[config.mk]
export PLATFORM = sky130hd
export DESIGN_NAME = led_blink_gen
export DESIGN_NICKNAME = d
export VERILOG_FILES = /design/src/rtl/led_blink_pkg.sv /design/src/rtl/led_pattern_dec.sv /design/src/rtl/led_phase_ctr.sv /design/src/rtl/led_blink_gen.sv
export SDC_FILE = /design/constraint.sdc
export NUM_CORES = 1
export LEC_CHECK = 0
export BUFFER_PORTS_ARGS = -buffer_cell sky130_fd_sc_hd__buf_2
export CAP_MARGIN = 0
export CORE_AREA = 5 5 42 44
export CTS_CLUSTER_SIZE = 25
export DETAILED_ROUTE_END_ITERATION = 10
export DIE_AREA = 0 0 47 49
export PLACE_DENSITY = 0.72
export SYNTH_ARGS = -nofsm -noshare
export SYNTH_HDL_FRONTEND = slang
export SYNTH_SLANG_ARGS = --single-unit
[constraint.sdc]
create_clock -name clk_i -period 4.4 [get_ports clk_i]
set_input_delay 0.22 -clock clk_i [delete_from_list [all_inputs] [get_ports clk_i]]
set_output_delay 0.22 -clock clk_i [all_outputs]
set_load 0.005 [all_outputs]
[src/rtl/led_blink_pkg.sv]
package led_blink_pkg;
  typedef enum logic [1:0] {
    ST_NONE  = 2'd0,
    ST_CHG   = 2'd1,
    ST_MAINT = 2'd2,
    ST_FAULT = 2'd3
  } status_e;

  typedef enum logic [1:0] {
    DM_LOW  = 2'd0,
    DM_OPEN = 2'd1,
    DM_HIGH = 2'd2,
    DM_RSVD = 2'd3
  } mode_e;

  typedef enum logic [2:0] {
    SHP_OFF  = 3'd0,
    SHP_ON   = 3'd1,
    SHP_SLOW = 3'd2,
    SHP_MID  = 3'd3,
    SHP_FAST = 3'd4
  } shape_e;
endpackage

[src/rtl/led_pattern_dec.sv]
module led_pattern_dec
  import led_blink_pkg::*;
(
  input  mode_e   mode_i,
  input  status_e status_i,
  output shape_e  shape_o
);
  always_comb begin
    shape_o = SHP_OFF;
    if (status_i != ST_NONE) begin
      unique case (mode_i)
        DM_LOW: begin
          unique case (status_i)
            ST_CHG:   shape_o = SHP_ON;
            ST_MAINT: shape_o = SHP_SLOW;
            default:  shape_o = SHP_MID;
          endcase
        end
        DM_OPEN: begin
          unique case (status_i)
            ST_CHG:   shape_o = SHP_ON;
            ST_MAINT: shape_o = SHP_OFF;
            default:  shape_o = SHP_FAST;
          endcase
        end
        DM_HIGH: begin
          unique case (status_i)
            ST_CHG:   shape_o = SHP_SLOW;
            ST_MAINT: shape_o = SHP_ON;
            default:  shape_o = SHP_FAST;
          endcase
        end
        default: shape_o = SHP_OFF;
      endcase
    end
  end
endmodule

[src/rtl/led_phase_ctr.sv]
module led_phase_ctr
  import led_blink_pkg::*;
#(
  parameter int SHORT_TICKS = 1,
  parameter int MID_TICKS   = 3,
  parameter int LONG_TICKS  = 5
) (
  input  logic   clk_i,
  input  logic   rst_ni,
  input  logic   tick_i,
  input  logic   restart_i,
  input  shape_e shape_i,
  output logic   low_phase_o
);
  localparam int MAX_TICKS = (LONG_TICKS > MID_TICKS) ? LONG_TICKS : MID_TICKS;
  localparam int CNT_W     = $clog2(MAX_TICKS + 1);

  logic [CNT_W-1:0] cnt_q, low_len, high_len, phase_len;
  logic             low_q;

  always_comb begin
    unique case (shape_i)
      SHP_SLOW: begin low_len = CNT_W'(LONG_TICKS);  high_len = CNT_W'(SHORT_TICKS); end
      SHP_MID:  begin low_len = CNT_W'(MID_TICKS);   high_len = CNT_W'(MID_TICKS);   end
      SHP_FAST: begin low_len = CNT_W'(SHORT_TICKS); high_len = CNT_W'(SHORT_TICKS); end
      default:  begin low_len = CNT_W'(1);           high_len = CNT_W'(1);           end
    endcase
    phase_len = low_q ? low_len : high_len;
  end

  always_ff @(posedge clk_i or negedge rst_ni) begin
    if (!rst_ni) begin
      cnt_q <= '0;
      low_q <= 1'b1;
    end else if (restart_i) begin
      cnt_q <= '0;
      low_q <= 1'b1;
    end else if (tick_i) begin
      if (cnt_q >= phase_len - CNT_W'(1)) begin
        cnt_q <= '0;
        low_q <= ~low_q;
      end else begin
        cnt_q <= cnt_q + CNT_W'(1);
      end
    end
  end

  assign low_phase_o = low_q;


  hold_without_tick_chk: assert property (@(posedge clk_i) disable iff (!rst_ni)
    (!tick_i && !restart_i) |=> ($stable(low_q) && $stable(cnt_q)));


  restart_low_chk: assert property (@(posedge clk_i) disable iff (!rst_ni)
    restart_i |=> (low_q && cnt_q == '0));


  no_overflow_chk: assert property (@(posedge clk_i) disable iff (!rst_ni)
    cnt_q < CNT_W'(MAX_TICKS));
endmodule

[src/rtl/led_blink_gen.sv]
module led_blink_gen
  import led_blink_pkg::*;
#(
  parameter int SHORT_TICKS = 1,
  parameter int MID_TICKS   = 3,
  parameter int LONG_TICKS  = 5
) (
  input  logic       clk_i,
  input  logic       rst_ni,
  input  logic       tick_i,
  input  logic [1:0] status_i,
  input  logic [1:0] mode_i,
  output logic       led_pull_o
);
  logic [1:0] status_q, mode_q;
  logic       restart, low_phase;
  shape_e     shape;

  assign restart = (status_i != status_q) || (mode_i != mode_q);

  always_ff @(posedge clk_i or negedge rst_ni) begin
    if (!rst_ni) begin
      status_q <= 2'd0;
      mode_q   <= 2'd0;
    end else begin
      status_q <= status_i;
      mode_q   <= mode_i;
    end
  end

  led_pattern_dec u_dec (
    .mode_i   (mode_e'(mode_q)),
    .status_i (status_e'(status_q)),
    .shape_o  (shape)
  );

  led_phase_ctr #(
    .SHORT_TICKS (SHORT_TICKS),
    .MID_TICKS   (MID_TICKS),
    .LONG_TICKS  (LONG_TICKS)
  ) u_ctr (
    .clk_i       (clk_i),
    .rst_ni      (rst_ni),
    .tick_i      (tick_i),
    .restart_i   (restart),
    .shape_i     (shape),
    .low_phase_o (low_phase)
  );

  always_comb begin
    unique case (shape)
      SHP_OFF: led_pull_o = 1'b0;
      SHP_ON:  led_pull_o = 1'b1;
      default: led_pull_o = low_phase;
    endcase
  end


  no_battery_release_chk: assert property (@(posedge clk_i) disable iff (!rst_ni)
    (status_i == 2'd0) |=> !led_pull_o);


  rsvd_mode_release_chk: assert property (@(posedge clk_i) disable iff (!rst_ni)
    (mode_i == 2'd3) |=> !led_pull_o);


  charge_steady_chk: assert property (@(posedge clk_i) disable iff (!rst_ni)
    (status_i == 2'd1 && mode_i != 2'd2 && mode_i != 2'd3) |=> led_pull_o);


  open_maint_release_chk: assert property (@(posedge clk_i) disable iff (!rst_ni)
    (mode_i == 2'd1 && status_i == 2'd2) |=> !led_pull_o);


  fault_starts_low_chk: assert property (@(posedge clk_i) disable iff (!rst_ni)
    (restart && status_i == 2'd3 && mode_i != 2'd3) |=> led_pull_o);
endmodule

## Yosys cells after proc, flatten, opt, wreduce, memory -nomap -nowiden

Index checks and enable logic that the tools add are counted.

| storage, ports and cells | value |
|---|---|
| register bits after elaboration | 8 |
| bits in latches | 0 |
| memory bits (writable) | 0 |
| memory bits (read-only) | 0 |
| bits of input ports | 7 |
| output and inout bits | 1 |
| word-level logic and storage cells | 39 |
| memories kept | 0 |

| operators by class | value |
|---|---|
| add/subtract/negate cells | 2 |
| $mul | 0 |
| divide/modulo/power cells | 0 |
| order comparisons | 1 |
| eq/ne operators | 9 |
| shift operators | 0 |
| multiplexer cells | 15 |
| bitwise gates (word level) | 1 |
| reduce and logical (&&, ||, !) cells | 7 |

Operators by type and width:

| cell | count |
|---|---|
| one-hot mux 3 bit (2 select lines) | 3 |
| two-way mux 3 bit | 5 |
| one-hot mux 3 bit (3 select lines) | 1 |
| == test 3 x 2 -> 1 bit (second input constant) | 2 |
| nonzero test 2 bit | 3 |
| == test 2 x 1 -> 1 bit (second input constant) | 2 |
| == test 2 bit (second input constant) | 2 |
| inequality test 2 bit | 2 |
| one-hot mux 2 bit (2 select lines) | 1 |
| adder 3 x 1 -> 3 bit (second input constant) | 1 |
| == test 3 x 1 -> 1 bit (second input constant) | 1 |
| greater-or-equal comparator 3 bit | 1 |
| zero test 3 bit | 1 |
| two-way mux 1 bit | 3 |
| subtractor 3 x 1 -> 3 bit (second input constant) | 1 |
| zero test 2 bit | 1 |
| two-way mux 2 bit | 1 |
| one-hot mux 1 bit (2 select lines) | 1 |
| AND reduction 2 bit | 1 |
| logical OR 1 bit | 1 |
| inverter 1 bit | 1 |

## Longest topological paths before layout

| depth | value |
|---|---|
| depth after elaboration | 12 |
| gate-level depth with buffers | 11 |

## Hierarchy

A second synthesis with hierarchy kept.

| second synthesis, totals | value |
|---|---|
| cells, all modules | 54 |
| area, all modules | 580.6 um^2 |

By module, submodules not included:

| module | times used | cells each | area an instance (um^2) | seq. area each (um^2) |
|---|---|---|---|---|
| led_phase_ctr | 1 | 29 | 305.3 | 101.3 |
| led_blink_gen | 1 | 11 | 156.4 | 100.1 |
| led_pattern_dec | 1 | 14 | 118.9 | 0.0 |

## Least setup slack after synthesis

Ideal clock, no wire load.

| path | value |
|---|---|
| path type | register to register |
| start point | register status_q[0] |
| end point | register u_ctr.cnt_q[0] |
| setup time | 75 ps |
| arrival | 2029 ps |
| data required time | 4325 ps |
| slack | 2295 ps |
| cell stages (with the launch flop) | 11 |
| path buffers | 0 |
| period minus slack after synthesis | 2105 ps |
| cells stage by stage | dfrtp_1 -> inv_1 -> ha_1 -> a31oi_1 -> nor3_1 -> nor2b_1 -> ha_1 -> nand2b_1 -> a21boi_1 -> or3b_1 -> a21oi_2 |

| on the way | value |
|---|---|
| longest elaborated chain between the ends | 12 |
| elaborated cells on any way between the ends | 21 |

RTL lines:

| item | line | source |
|---|---|---|
| from (decl) | led_blink_gen.sv:15 | `logic [1:0] status_q, mode_q;` |
| from (signal assigned) | led_blink_gen.sv:26 | `status_q <= status_i;` |
| == test 2 bit / == test 2 x 1 -> 1 bit (equally long branches) | led_pattern_dec.sv:13, led_pattern_dec.sv:20, led_pattern_dec.sv:27 |  |
| one-hot mux 3 bit (2 select lines) (tied with other cells) | led_pattern_dec.sv:27 | `unique case (status_i)` |
| one-hot mux 3 bit (3 select lines) | led_pattern_dec.sv:11 | `unique case (mode_i)` |
| two-way mux 3 bit | led_pattern_dec.sv:10 | `if (status_i != ST_NONE) begin` |
| == test 3 x 2 -> 1 bit | led_phase_ctr.sv:22 | `unique case (shape_i)` |
| one-hot mux 3 bit (2 select lines) / two-way mux 2 bit (equally long branches) | led_phase_ctr.sv:22 |  |
| two-way mux 3 bit | led_phase_ctr.sv:28 | `phase_len = low_q ? low_len : high_len;` |
| subtractor 3 x 1 -> 3 bit | led_phase_ctr.sv:39 | `if (cnt_q >= phase_len - CNT_W'(1)) begin` |
| greater-or-equal comparator 3 bit | led_phase_ctr.sv:39 |  |
| two-way mux 3 bit | led_phase_ctr.sv:39 |  |
| two-way mux 3 bit | led_phase_ctr.sv:38 | `end else if (tick_i) begin` |
| two-way mux 3 bit | led_phase_ctr.sv:35 | `end else if (restart_i) begin` |
| to (signal assigned) | led_phase_ctr.sv:43 | `cnt_q <= cnt_q + CNT_W'(1);` |
| to (decl) | led_phase_ctr.sv:18 | `logic [CNT_W-1:0] cnt_q, low_len, high_len, phase_len;` |

Several ways; a longest one is shown, not always the timed one. The select of a mux whose other input is x is not followed.
A chain may end at the register's enable or synchronous reset.

## Final worst setup path

Same ends and word-level chain as after synthesis.

==> results.toml <==
[final_layout]
antenna_cells = 0
final_util_pct = 46.2
final_nets = 84
finalInstanceArea_um2 = 647
drive_gt1_share_pct = 18.8
synthToLayoutAreaGrowth_pct = 15.4
mostFrequentLayoutCells = "7 x ha_1, 7 x buf_2, 7 x dfrtp_1"

[worst_setup_path]
cp_max_fo = 4
setup.worst_path.class = "flop to flop"
critPathMostFrequentCell = "ha_1"
critPathLaunchType = "flop"
cp-end-kind = "flop"
cp_cell_sequence = "inv_1 -> ha_1 -> a31oi_1 -> nor3_1 -> nor2b_1 -> ha_1 -> nand2b_1 -> a21boi_1 -> or3b_1 -> a21oi_2"
slowest_delay_ns = 0.41
critPathSlowestCell = "dfrtp_1"
required_ns = 4.57
r2r_cells = 10
r2r_slack_ns = 2.09
worstPathArrival_ns = 2.48

[sta]
rsz0062_at_grt = "no"
fin_crit_ns = 2.31
worst_slew_pin_slew_ns = 0.292
min_period_over_period_pct = 52.5
fmax_mhz = 433
setup_violations = 0
maxSlewHeadroom_pct = 80.3
drv_slew = 0
finalHoldViolCount = 0
fin_tns_setup_ns = 0
finClkSkew_ns = 0.00721

[floorplan]
io_pins = 8
rows = 14
dieHeight_um = 49
dieArea_mm2 = 0.00230
core_mm2 = 0.00140
die_x_um = 47
start_util_pct = 40.0

[pwr]
power.density_mw_per_mm2 = 253
power.net_switching_uw = 39.0
power_frac_comb_pct = 16.7
power_frac_clock_pct = 34.8
power.share.sequential_pct = 48.5
total_leakage_power_nw = 0.309
switching_share_pct = 23.9
p_int_uw = 124
vdd_drop_max_uv = 155
total_power_uw = 164

[placed_design]
io_buffers = 7
hpwlAfterDp_um = 730
dpl-instance-area_um2 = 611
globalplace.congestion = 0.659

[global_route]
grt_pass1_wl_um = 1440
grt_overflow_total = 0
grt_max_degree = 9
grt_pass1_vias = 373
grt_antenna_before_repair = 0
grt_use_total_pct = 8.47

[clock_network]
ctsResizeCount = 0
cts_tree = "built"
cts_num_sinks = 8
clk_pin_slew_ns = 0.05
cts_setup_buffers = 0
htree_levels = 1
cts_buffers = 3
cts-root-buf = "clkbuf_4"
clk_latency_ns = 0.25
hold_buffers = 1
max-clock-path-buffers = 2

[worst_hold_path]
min_path_type = "input port to flop"
whs_path_depth = 1

[detailed_routing]
drcViolationCount = 0
drtIter0Drc = 5
dr_total_vias = 416
ant_nets = 0
avgRoutedWirePerCell_um = 9.73
drtPass1Iterations = 2
viasPerCell = 4.89
wl_um = 827

[logic_synthesis]
postSynthAreaPerCell_um2 = 9.66
syn_inst = 58
seq_area_frac_synth_pct = 35.9
synth-seq-cells = 8
synth_fp_nets = 72
netlist_area_um2 = 561
yosysWarnings = 0
synth_cell_types = 25

[outcome]
status = "completed"

[run]
drv_cap = 0
worst paths after layout:
check	startpoint	to
worst max-delay path	status_q[0]	u_ctr.cnt_q[0]
worst min-delay path	mode_i[0]	mode_q[0]
worst max register to register	status_q[0]	u_ctr.cnt_q[0]
worst min register to register	u_ctr.cnt_q[0]	u_ctr.cnt_q[0]
max in group asynchronous	rst_ni	u_ctr.low_phase_o
min in group asynchronous	rst_ni	mode_q[0]
flip-flops by register name, summed over array words and instances, names as in the netlist:
signal             count
u_ctr.low_phase_o      1
mode_q                 2
status_q               2
u_ctr.cnt_q            3
critical path: cells and delay by family, from the launching register on:
family	cells	cell delay, ns
DFF	1	0.41
AOI/OAI and AO/OA	3	0.34
and+or+nand+nor	4	0.85
adders and majority gates	2	0.55
buffers and inverters	1	0.08
power by group through the flow:
| stage | Sequential (mW) | Combinational [mW] | Clock (mW) |
|---|---|---|---|
| global route | 0.0798 | 0.0316 | 0.0653 |
| finish | 0.0792 | 0.0273 | 0.0570 |
| detailed placement | 0.0805 | 0.0271 | 0 |
| CTS | 0.0793 | 0.0279 | 0.0598 |
| floorplan | 0.0792 | 0.0191 | 0 |
| global placement | 0.0803 | 0.0267 | 0 |
layer usage:
layer / vias to the layer above / global-route usage (%) / share of wire, %
met4: 0 / 5.53 / 2.5
met3: 2 / 1.11 / 4.8
li1: 224 / - / -
met1: 181 / 13.0 / 48
met5: - / 0 / 0
met2: 9 / 10.6 / 44
synthesized netlist by cell type (all sizes together):
| library cell | n | area share (%) |
|---|---|---|
| dfrtp | 7 | 31 |
| ha | 7 | 16 |
| inv | 5 | 3.3 |
| xnor2 | 5 | 7.8 |
| nand2b | 4 | 4.5 |
| o21ai | 4 | 3.6 |
| a21oi | 3 | 3.3 |
| nand2 | 3 | 2.0 |
| nor2b | 3 | 3.3 |
| a31oi | 2 | 2.2 |
| nor2 | 2 | 1.3 |
| a2111oi | 1 | 2.7 |
| a21boi | 1 | 1.3 |
| a221oi | 1 | 1.6 |
| and2b | 1 | 1.3 |
| buf | 1 | 0.89 |
| dfstp | 1 | 4.7 |
| mux2i | 1 | 1.8 |
| nand3 | 1 | 0.89 |
| nand4 | 1 | 1.1 |
| nor3 | 1 | 0.89 |
| o211a | 1 | 1.8 |
| o22ai | 1 | 1.1 |
| or3b | 1 | 1.6 |
area by class of cell:
| class | instances | area [um2] |
|---|---|---|
| timing repair buffer | 8 | 45.0 |
| tap | 16 | 20.0 |
| multi-input combinational | 44 | 335 |
| inverter | 5 | 18.8 |
| clock buffer | 4 | 26.3 |
| sequential | 8 | 201 |
| fill | 143 | 754 |
logic make-up (layout without fill, tap and decap cells):
group           after synthesis  after routing  synth area share [%]
xor+xnor                      5              5                  7.81
buf+inv                       6             17                  4.24
fa+ha+maj                     7              7                  15.6
compound gates               14             14                  17.6
mux                           1              1                  1.79
flops                         8              8                  35.9
simple gates                 17             17                  17.0
metrics by stage:
| step | hold slack [ns] | setup slack (ns) | instances |
|---|---|---|---|
| final | 0.0959 | 2.09 | 85 |
| after detailed placement | 0.0631 | 2.11 | 80 |
| after global routing | 0.0820 | 1.84 | 85 |
| after CTS | 0.0889 | 2.07 | 85 |
| after floorplan | -0.0756 | 2.30 | 58 |
| after global placement | 0.0632 | 2.14 | 80 |
(Power assumes the default switching activity.)
